File: src/rtl/xfer_ctl_pkg.sv
package xfer_ctl_pkg;

  localparam int unsigned PHASE_W = 3;
  localparam int unsigned BYTE_W  = 8;
  localparam int unsigned FLD_W   = 23;

  localparam logic [1:0] CLASS_XFER = 2'b10;

  // condition field positions
  localparam int unsigned F_BYTE_LSB  = 0;
  localparam int unsigned F_MASK_LSB  = 8;
  localparam int unsigned F_PHASE_LSB = 16;
  localparam int unsigned F_SENSE     = 19;
  localparam int unsigned F_CARRY_EN  = 20;
  localparam int unsigned F_BYTE_EN   = 21;
  localparam int unsigned F_PHASE_EN  = 22;

  typedef enum logic [2:0] {
    OP_JUMP = 3'b000,
    OP_CALL = 3'b001,
    OP_RET  = 3'b010,
    OP_INT  = 3'b011
  } xfer_op_e;

  typedef struct packed {
    logic               phase_en;
    logic               byte_en;
    logic               carry_en;
    logic               sense;
    logic [PHASE_W-1:0] exp_phase;
    logic [BYTE_W-1:0]  mask;
    logic [BYTE_W-1:0]  exp_byte;
  } cond_cfg_t;

  function automatic cond_cfg_t unpack_fld(input logic [FLD_W-1:0] f);
    cond_cfg_t c;
    c.phase_en  = f[F_PHASE_EN];
    c.byte_en   = f[F_BYTE_EN];
    c.carry_en  = f[F_CARRY_EN];
    c.sense     = f[F_SENSE];
    c.exp_phase = f[F_PHASE_LSB +: PHASE_W];
    c.mask      = f[F_MASK_LSB +: BYTE_W];
    c.exp_byte  = f[F_BYTE_LSB +: BYTE_W];
    return c;
  endfunction

endpackage

File: src/rtl/xfer_decode.sv
module xfer_decode
  import xfer_ctl_pkg::*;
(
  input  logic [7:0] cmd_i,
  output logic       is_xfer_o,
  output xfer_op_e   op_o,
  output logic       legal_o
);

  logic [2:0] op_raw;
  logic       op_known;

  assign op_raw    = cmd_i[5:3];
  assign is_xfer_o = (cmd_i[7:6] == CLASS_XFER);

  always_comb begin
    op_known = 1'b0;
    op_o     = OP_JUMP;
    unique case (op_raw)
      3'b000:  begin op_o = OP_JUMP; op_known = 1'b1; end
      3'b001:  begin op_o = OP_CALL; op_known = 1'b1; end
      3'b010:  begin op_o = OP_RET;  op_known = 1'b1; end
      3'b011:  begin op_o = OP_INT;  op_known = 1'b1; end
      default: begin op_o = OP_JUMP; op_known = 1'b0; end
    endcase
  end

  // reserved low bits must be zero
  assign legal_o = op_known && (cmd_i[2:0] == 3'b000);

endmodule

File: src/rtl/xfer_cond.sv
module xfer_cond
  import xfer_ctl_pkg::*;
(
  input  cond_cfg_t          cfg_i,
  input  logic [PHASE_W-1:0] phase_i,
  input  logic [BYTE_W-1:0]  in_byte_i,
  input  logic               carry_i,
  output logic               act_o
);

  logic [BYTE_W-1:0] bit_ok;
  logic phase_ok, byte_ok, carry_ok, cond;

  for (genvar b = 0; b < BYTE_W; b++) begin : g_bit
    assign bit_ok[b] = cfg_i.mask[b] | (in_byte_i[b] ~^ cfg_i.exp_byte[b]);
  end

  assign phase_ok = !cfg_i.phase_en || (phase_i == cfg_i.exp_phase);
  assign byte_ok  = !cfg_i.byte_en  || (&bit_ok);
  assign carry_ok = !cfg_i.carry_en || carry_i;
  assign cond     = phase_ok && byte_ok && carry_ok;

  // sense=1: act on true, sense=0: act on false
  assign act_o = cfg_i.sense ? cond : !cond;

endmodule

File: src/rtl/xfer_seq.sv
module xfer_seq
  import xfer_ctl_pkg::*;
#(
  parameter int unsigned     PC_W     = 32,
  parameter int unsigned     STEP     = 8,
  parameter logic [PC_W-1:0] RESET_PC = '0
) (
  input  logic            clk_i,
  input  logic            rst_ni,
  input  logic            vld_i,
  input  logic            is_xfer_i,
  input  logic            legal_i,
  input  xfer_op_e        op_i,
  input  logic            act_i,
  input  logic [PC_W-1:0] opnd_i,
  input  logic            irq_clr_i,
  output logic [PC_W-1:0] pc_o,
  output logic            done_o,
  output logic            taken_o,
  output logic            err_o,
  output logic            irq_o,
  output logic [PC_W-1:0] irq_vec_o,
  output logic            halt_o
);

  localparam logic [PC_W-1:0] STEP_V = PC_W'(STEP);

  logic [PC_W-1:0] pc_q, ret_q, vec_q, pc_seq;
  logic            done_q, taken_q, err_q, irq_q, halt_q;
  logic            accept;

  assign accept = vld_i && !halt_q && is_xfer_i;
  assign pc_seq = pc_q + STEP_V;

  always_ff @(posedge clk_i or negedge rst_ni) begin
    if (!rst_ni) begin
      pc_q    <= RESET_PC;
      ret_q   <= RESET_PC;
      vec_q   <= '0;
      done_q  <= 1'b0;
      taken_q <= 1'b0;
      err_q   <= 1'b0;
      irq_q   <= 1'b0;
      halt_q  <= 1'b0;
    end else begin
      done_q  <= 1'b0;
      taken_q <= 1'b0;
      err_q   <= 1'b0;
      if (irq_clr_i) begin
        irq_q  <= 1'b0;
        halt_q <= 1'b0;
      end
      if (accept) begin
        if (!legal_i) begin
          err_q <= 1'b1;
        end else begin
          done_q  <= 1'b1;
          taken_q <= act_i;
          if (!act_i) begin
            pc_q <= pc_seq;
          end else begin
            unique case (op_i)
              OP_JUMP: pc_q <= opnd_i;
              OP_CALL: begin
                ret_q <= pc_seq;
                pc_q  <= opnd_i;
              end
              OP_RET:  pc_q <= ret_q;
              OP_INT: begin
                vec_q  <= opnd_i;
                irq_q  <= 1'b1;
                halt_q <= 1'b1;
                pc_q   <= pc_seq;
              end
              default: pc_q <= pc_seq;
            endcase
          end
        end
      end
    end
  end

  assign pc_o      = pc_q;
  assign done_o    = done_q;
  assign taken_o   = taken_q;
  assign err_o     = err_q;
  assign irq_o     = irq_q;
  assign irq_vec_o = vec_q;
  assign halt_o    = halt_q;

  p_gate_r1: assert property (@(posedge clk_i) disable iff (!rst_ni)
    (vld_i && !is_xfer_i) |=> ($stable(pc_q) && !done_q && !err_q));

  p_illegal_err_r2: assert property (@(posedge clk_i) disable iff (!rst_ni)
    (accept && !legal_i) |=> (err_q && !done_q && $stable(pc_q)));

  p_step_r3: assert property (@(posedge clk_i) disable iff (!rst_ni)
    (accept && legal_i && !act_i) |=> (pc_q == $past(pc_q) + STEP_V));

  p_call_save_r5: assert property (@(posedge clk_i) disable iff (!rst_ni)
    (accept && legal_i && act_i && op_i == OP_CALL) |=>
      (ret_q == $past(pc_q) + STEP_V && pc_q == $past(opnd_i)));

  p_ret_load_r6: assert property (@(posedge clk_i) disable iff (!rst_ni)
    (accept && legal_i && act_i && op_i == OP_RET) |=> (pc_q == $past(ret_q)));

  p_halt_hold_r12: assert property (@(posedge clk_i) disable iff (!rst_ni)
    (halt_q && !irq_clr_i) |=> ($stable(pc_q) && halt_q && !done_q));

  p_irq_halt_r12: assert property (@(posedge clk_i) disable iff (!rst_ni)
    irq_q |-> halt_q);

  p_one_result_r2: assert property (@(posedge clk_i) disable iff (!rst_ni)
    $onehot0({done_q, err_q}));

endmodule

File: src/rtl/script_xfer_ctl.sv
module script_xfer_ctl
  import xfer_ctl_pkg::*;
#(
  parameter int unsigned     PC_W     = 32,
  parameter int unsigned     STEP     = 8,
  parameter logic [PC_W-1:0] RESET_PC = '0
) (
  input  logic               clk_i,
  input  logic               rst_ni,
  input  logic               instr_vld_i,
  input  logic [7:0]         cmd_i,
  input  logic [FLD_W-1:0]   fld_i,
  input  logic [PC_W-1:0]    opnd_i,
  input  logic [PHASE_W-1:0] phase_i,
  input  logic [BYTE_W-1:0]  in_byte_i,
  input  logic               carry_i,
  input  logic               irq_clr_i,
  output logic [PC_W-1:0]    pc_o,
  output logic               done_o,
  output logic               taken_o,
  output logic               err_o,
  output logic               irq_o,
  output logic [PC_W-1:0]    irq_vec_o,
  output logic               halt_o
);

  logic      is_xfer, legal, act;
  xfer_op_e  op;
  cond_cfg_t cfg;

  assign cfg = unpack_fld(fld_i);

  xfer_decode u_dec (
    .cmd_i     (cmd_i),
    .is_xfer_o (is_xfer),
    .op_o      (op),
    .legal_o   (legal)
  );

  xfer_cond u_cond (
    .cfg_i     (cfg),
    .phase_i   (phase_i),
    .in_byte_i (in_byte_i),
    .carry_i   (carry_i),
    .act_o     (act)
  );

  xfer_seq #(
    .PC_W     (PC_W),
    .STEP     (STEP),
    .RESET_PC (RESET_PC)
  ) u_seq (
    .clk_i     (clk_i),
    .rst_ni    (rst_ni),
    .vld_i     (instr_vld_i),
    .is_xfer_i (is_xfer),
    .legal_i   (legal),
    .op_i      (op),
    .act_i     (act),
    .opnd_i    (opnd_i),
    .irq_clr_i (irq_clr_i),
    .pc_o      (pc_o),
    .done_o    (done_o),
    .taken_o   (taken_o),
    .err_o     (err_o),
    .irq_o     (irq_o),
    .irq_vec_o (irq_vec_o),
    .halt_o    (halt_o)
  );

endmodule

File: config.mk
export PLATFORM = sky130hd
export DESIGN_NAME = script_xfer_ctl
export DESIGN_NICKNAME = d
export VERILOG_FILES = /design/src/rtl/xfer_ctl_pkg.sv /design/src/rtl/xfer_decode.sv /design/src/rtl/xfer_cond.sv /design/src/rtl/xfer_seq.sv /design/src/rtl/script_xfer_ctl.sv
export SDC_FILE = /design/constraint.sdc
export NUM_CORES = 1
export LEC_CHECK = 0
export BUFFER_PORTS_ARGS = -buffer_cell sky130_fd_sc_hd__buf_2
export CORE_ASPECT_RATIO = 0.75
export CORE_MARGIN = 8
export CORE_UTILIZATION = 43
export CTS_CLUSTER_DIAMETER = 60
export CTS_CLUSTER_SIZE = 16
export DETAILED_ROUTE_END_ITERATION = 6
export GPL_TIMING_DRIVEN = 1
export PLACE_DENSITY = 0.68
export SETUP_SLACK_MARGIN = 0.2
export SYNTH_ARGS = -nofsm -noshare
export SYNTH_HDL_FRONTEND = slang
export SYNTH_SLANG_ARGS = --single-unit
File: constraint.sdc
create_clock -name clk_i -period 3 [get_ports clk_i]
set_clock_uncertainty 0.05 [all_clocks]
set_input_delay 0.6 -clock clk_i [delete_from_list [all_inputs] [get_ports clk_i]]
set_output_delay 0.6 -clock clk_i [all_outputs]
set_load 0.05 [all_outputs]
==> summary.md, run 1 <==
| Metric | Value |
|---|---|
| Run status | `completed` |
| Max-Cap Viols | `0` |
| Commonest cells after routing, fill and taps aside | `buf_2 (146), dfrtp_1 (101), o21ai_0 (46)` |
| Mapped Area | `~5300 µm²` |
| CP required | `3.24 ns` |
| H-tree depth | `3` |
| Crit end category | `register` |
| Clk slew on worst S/H paths | `0.07 ns` |
| Hold WC Path Type | `in2async` |
| Leakage power | `0.003346 µW` |
| First-pass GRT wire length | `about 26000 µm` |
| Synth Flop Type | `dfrtp_1` |
| Hold-fix buffers, CTS | `0` |
| Main combinational cell family by area after synthesis | `simple AND/OR/NAND/NOR gates` |
| Worst-Margin Slew | `~0.5 ns` |
| Net Sw Power | `927.2 µW` |
| Switching share of power | `between 20% and 30%` |
| Peak supply drop | `0.2867 mV` |
| Final HPWL DP | `~12000 µm` |
| Min cycle time layout | `2.585 ns` |
| GRT Util Overall | `20.12%` |
| FP Rows | `35` |
| Synth Area in Simple Gates | `17.83%` |
| Vias in the first global route | `4838` |
| Pin count of the biggest net entering global routing | `90` |
| Post-synthesis mux area share | `8.022%` |
| DP Area | `around 6300 µm²` |
| Pint | `2215 µW` |
| Post-CTS sizing | `0` |
| Ant. Diodes | `0` |
| FFs w/ async S/R, synth | `between 90% and 100%` |
| Number of library cell types mapped by synthesis | `between 40 and 50` |
| Die area | `roughly 16000 µm²` |
| Crit-path slowest cell | `or4_1` |
| Mapped Nets | `633` |
| Seq cells post-synth | `101` |
| Wire per inst | `18.96 µm` |
| Total Wirelength | `16380 µm` |
| CP Max Fanout | `10` |
| Grt total ovfl | `0` |
| CTS Sinks | `101` |
| Setup_tns | `0 ns` |
| Pre-CTS setup slack | `0.07397 ns` |
| Ports | `148` |
| Final period util | `86.16%` |
| Clock network power share | `between 30% and 40%` |
| Post-route setup slack | `0.4152 ns` |
| Skew-Pair Late Insertion Delay | `0.35 ns` |
| Share of cells above drive strength 1 | `32.52%` |
| Most common cell after layout, fill and taps aside | `buf_2` |
| Sequential fraction of the synthesis area | `47.52%` |
| Fin. Hold Viols | `0` |
| Worst-path cell chain | `buf_2 -> xnor2_1 -> o22ai_1 -> o41a_1 -> or3_1 -> a31o_2 -> or4_1 -> nand3_1` |
| Post-Synth Adder-Cell Area | `0.2352%` |
| Leading post-synthesis cells by cell area | `dfrtp_1 (48%), mux2_2 (7.2%), and3_1 (5.3%)` |
| 1st-pass router iterations | `5` |
| Die height | `112.3 µm` |
| Vias per cell | `approximately 5.6` |
| Max Clk Rate | `386.9 MHz` |
| Largest stage delay, worst path | `0.53 ns` |
| Power per cell area | `473.1 nW/µm²` |
| Max clock buf depth | `2` |
| Initial antenna violation count | `0` |
| Core Box Area | `between 10000 and 15000 µm²` |
| Post-synth EDFFs | `0` |
| Final Max Slew Viols | `0` |
| DRC viols | `0` |
| Setup violators final | `0` |
| Compound-Gate Fraction of Synth Area | `16.37%` |
| Root Driver | `clkbuf_16` |
| Reg power frac | `46.5%` |
| GPL Wtd Cong | `1.045` |
| Layout Nets | `773` |
| Detail Route Antenna Nets | `0` |
| Synthesized instance count | `553` |
| Share of the synthesized area in the top cell type | `47.52%` |
| Worst rel slew slack | `66.10%` |
| Largest area contributor in the netlist | `dfrtp_1` |
| Starting DRT DRC Count | `roughly 330` |
| Ys Warns | `0` |
| Design Area, Final | `approximately 6600 µm²` |
| DIE WIDTH | `about 140 µm` |
| Total number of vias | `4849` |
| PortBufs | `around 150` |
| Critical Path Source Type | `primary input` |
| Setup CP Type | `in2reg` |
| Syn-to-layout area delta | `24.86%` |
| Comb power frac | `about 16%` |
| Synth Area in XOR/XNOR | `5.928%` |
| WP data arrival | `around 2.8 ns` |
| CTS Buf Count | `9` |
| Mean Syn Cell Area | `9.618 µm²` |
| RSZ-0062 raised after global routing | `false` |
| Hold_ws | `0.03729 ns` |
| CTS tree | `done` |
| Initial Utilization | `43.69%` |
| Postcts setup bufs | `0` |
[area by class of cell]
type | instances | area (µm²)
fillers | 1126 | 5533
multi-input cells | 398 | 2591
flip-flops and latches | 101 | 2527
repair buffers | 171 | 968.4
clock buffers | 9 | 225.2
well taps | 166 | 207.7
clock inverters | 7 | 76.32
inverters | 12 | 45.04
[cell families after synthesis]
| group | count (synthesis) |
|---|---|
| mux | 38 |
| compound gates | 141 |
| buf+inv | 54 |
| xor+xnor | 36 |
| flops | 101 |
| fa+ha+maj | 1 |
| simple gates | 182 |
[metrics by stage]
step           total power (µW)  utilization, %  cells
2_1_floorplan              1770               -    553
3_3_place_gp               1974           52.08    848
3_5_place_dp               1986           52.08    848
4_1_cts                    3173           54.55    864
5_1_grt                    3269           54.55    864
6_report                   3142           54.55    864
[power by group through the flow]
stage,combinational [µW],sequential (µW),clock [µW]
after detailed placement,500,1490,0
after floorplan,176,1590,0
after CTS,502,1460,1210
after global placement,491,1480,0
after global routing,537,1470,1260
final,498,1460,1180
[flip-flops by register name, indices dropped and copies added, names as in the netlist]
signal	flops
u_seq.ret_q	32
u_seq.halt_o	1
u_seq.pc_o	32
u_seq.irq_vec_o	32
u_seq.done_o	1
u_seq.err_o	1
u_seq.taken_o	1
u_seq.irq_o	1
[worst max-delay path, delay by kind of cell]
kind            cells  cell delay, ns
simple gates        3            1.05
xor+xnor            1            0.15
compound gates      3            0.92
buf+inv             1            0.11
[metal layers]
layer	up-vias	wire length (µm)	global-route usage [%]
li1	2279	-	-
met1	2361	7166	25.98
met2	195	7544	32.54
met3	14	1531	6.319
met4	0	136	3.873
met5	-	0	0
[synth_stat cells (2+ instances only)]
cell type / count
a21oi_1: 32
o31ai_1: 2
o21ai_1: 9
a31oi_1: 9
o311ai_1: 13
nor3_1: 16
nand2_1: 45
nand2b_1: 2
nor3b_1: 4
and3_1: 45
mux2_1: 3
nand3_1: 19
buf_4: 3
mux2_2: 34
nor2b_1: 2
o22ai_1: 4
xnor2_1: 24
a21o_1: 2
clkbuf_1: 34
o21ai_0: 46
o221ai_1: 2
a211o_1: 8
buf_1: 2
xor2_1: 12
nor2_1: 16
inv_1: 12
buf_2: 3
nand4_1: 5
a2bb2oi_1: 5
dfrtp_1: 101
nor4_1: 4
or2_2: 2
a211oi_1: 2
or3_1: 20
[final timing paths]
kind | slack (ns) | start | cells past startpoint | end
worst max-delay path | 0.42 | fld_i[4] | 8 | u_seq.pc_o[27]
worst min-delay path | 0.04 | rst_ni | 1 | u_seq.irq_vec_o[9]
worst max register to register | 0.42 | u_seq.pc_o[3] | 7 | u_seq.ret_q[29]
worst min register to register | 0.43 | u_seq.ret_q[21] | 2 | u_seq.ret_q[21]
max in group asynchronous | 2.14 | rst_ni | 2 | u_seq.pc_o[22]
min in group clk_i | 0.40 | irq_clr_i | 2 | u_seq.halt_o
Power figures use the tool's default switching activity.
==> inputs of run 2 (changes only) <==
- CORE_UTILIZATION: 43 -> 53
- PLACE_DENSITY: 0.68 -> 0.81
==> run 2 against run 1 <==
- power is 0.11% lower
- cell count is 3.7% lower
- maximum frequency is 2.5% lower
- critical path type unchanged
- critical endpoint is now u_seq.pc_o[19]
- largest power group unchanged
==> summary.md, run 2 (synthesis results as in run 1) <==
| Metric | Value |
|---|---|
| Setup violators final | `0` |
| Clk slew on worst S/H paths | `0.07 ns` |
| Comb power frac | `16.0%` |
| CTS tree | `done` |
| Setup CP Type | `in2reg` |
| Min cycle time layout | `2.651 ns` |
| Starting DRT DRC Count | `approximately 480` |
| Largest stage delay, worst path | `0.47 ns` |
| Worst-case reg-to-reg path depth | `8` |
| CTS Sinks | `101` |
| Run status | `completed` |
| 1st-pass router iterations | `5` |
| Crit-path slowest cell | `or3_1` |
| Grt total ovfl | `0` |
| Net Sw Power | `903.4 µW` |
| Most common cell after layout, fill and taps aside | `buf_2` |
| Worst rel slew slack | `65.55%` |
| Share of cells above drive strength 1 | `32.86%` |
| Core Box Area | `9697 µm²` |
| DP Area | `approximately 6300 µm²` |
| Ports | `148` |
| PortBufs | `147` |
| Fin. Hold Viols | `0` |
| Vias per cell | `6.036` |
| Worst-path cell chain | `buf_2 -> xnor2_1 -> o22ai_1 -> o41a_1 -> or3_1 -> a31o_2 -> buf_12 -> or3_1 -> o211ai_1` |
| WP data arrival | `2.85 ns` |
| Leakage power | `0.003375 µW` |
| Final period util | `roughly nine tenths` |
| Max Clk Rate | `377.3 MHz` |
| Initial antenna violation count | `0` |
| Design Area, Final | `between 6000 and 7000 µm²` |
| Syn-to-layout area delta | `24.77%` |
| CTS Buf Count | `9` |
| Skew-Pair Late Insertion Delay | `around 0.35 ns` |
| FP Rows | `31` |
| Pin count of the biggest net entering global routing | `42` |
| RSZ-0062 raised after global routing | `false` |
| DRC viols | `0` |
| First-pass GRT wire length | `26540 µm` |
| Crit end category | `register` |
| GRT Util Overall | `24.22%` |
| Layout Nets | `776` |
| Hold WC Path Type | `in2async` |
| GPL Wtd Cong | `0.8913` |
| Detail Route Antenna Nets | `0` |
| Fin util | `68.44%` |
| Power consumption | `3138 µW` |
| Worst reg2reg startpoint | `u_seq.pc_o[3]` |
| Reg2reg setup slack | `0.56 ns` |
| CP most frequent cell | `or3_1` |
| Pint | `2235 µW` |
| Fill cell count | `797` |
| Ant. Diodes | `0` |
| Initial Utilization | `a little over half` |
| CP required | `3.20 ns` |
| Root Driver | `clkbuf_16` |
| Total Wirelength | `approximately 16000 µm` |
| RR Endpoint | `u_seq.pc_o[17]` |
| Postcts setup bufs | `0` |
| Commonest cells after routing, fill and taps aside | `buf_2 (146), dfrtp_1 (101), o21ai_0 (46)` |
| Power per cell area | `472.9 nW/µm²` |
| Die area | `13530 µm²` |
| Clock network power share | `37.4%` |
| Peak supply drop | `approximately 0.37 mV` |
| Max clock buf depth | `2` |
| Hold_ws | `0.1804 ns` |
| Max-Cap Viols | `0` |
| Vias in the first global route | `~5100` |
| H-tree depth | `3` |
| DIE WIDTH | `131.7 µm` |
| CP Max Fanout | `11` |
| Worst-Margin Slew | `0.5121 ns` |
| Final Max Slew Viols | `0` |
| Die height | `102.8 µm` |
| Wire per inst | `19.54 µm` |
| Critical Path Source Type | `primary input` |
| Setup_tns | `0 ns` |
| Total number of vias | `5022` |
| Reg power frac | `46.5%` |
| Switching share of power | `28.79%` |
| Final HPWL DP | `roughly 12000 µm` |
-- run 2: worst max-delay path by stage --
stage,from,end,slack [ns],cells past startpoint
after floorplan,fld_i[4],u_seq.irq_vec_o[0],0.25,7
after global placement,fld_i[2],u_seq.pc_o[27],0.08,8
after detailed placement,fld_i[2],u_seq.pc_o[7],-0.03,9
after CTS,fld_i[2],u_seq.pc_o[7],0.34,9
after global routing,fld_i[2],u_seq.ret_q[23],0.25,11
final,fld_i[2],u_seq.pc_o[19],0.35,9
-- run 2: final cells by class --
cell class,instances,area [µm²],share of cell area [%]
Inverter,12,45.04,0.6787
Multi-Input combinational cell,398,2595,39.10
Clock inverter,5,61.31,0.9238
Timing Repair Buffer,174,1003,15.12
Tap cell,132,165.2,2.489
Clock buffer,10,239.0,3.601
Sequential cell,101,2527,38.08
-- run 2: metrics by stage --
| stage | std cells | setup WS, ns |
|---|---|---|
| after floorplan | 553 | 0.2493 |
| after global placement | 817 | 0.07920 |
| after detailed placement | 817 | -0.02741 |
| after CTS | 832 | 0.3378 |
| after global routing | 832 | 0.2545 |
| final | 832 | 0.3494 |
-- run 2: critical path: cells and delay by family --
family,cells,cell delay [ns]
AOI/OAI and AO/OA,4,0.94
xor gates and xnor gates,1,0.24
buffers and inverters,2,0.25
and+or+nand+nor,2,0.82
-- run 2: power groups by stage --
stage | clock (µW) | sequential, µW | combinational, µW
2_1_floorplan | 0 | 1590 | 176
6_report | 1180 | 1460 | 503
3_5_place_dp | 0 | 1480 | 501
3_3_place_gp | 0 | 1480 | 490
5_1_grt | 1250 | 1470 | 541
4_1_cts | 1200 | 1460 | 504
-- run 2: routing by layer --
metal,GRT usage (%),routed length [µm],vias up
li1,-,-,2297
met4,7.036,276,0
met2,39.23,7353,268
met1,30.63,6954,2428
met5,0,0,-
met3,8.033,1671,29
-- run 2: what timing repair did --
item | 4_1_cts | 5_1_grt
hold buffers | 0 | 0
gates resized for setup | 0 | 1
endpoints found under the setup margin | 0 | 1
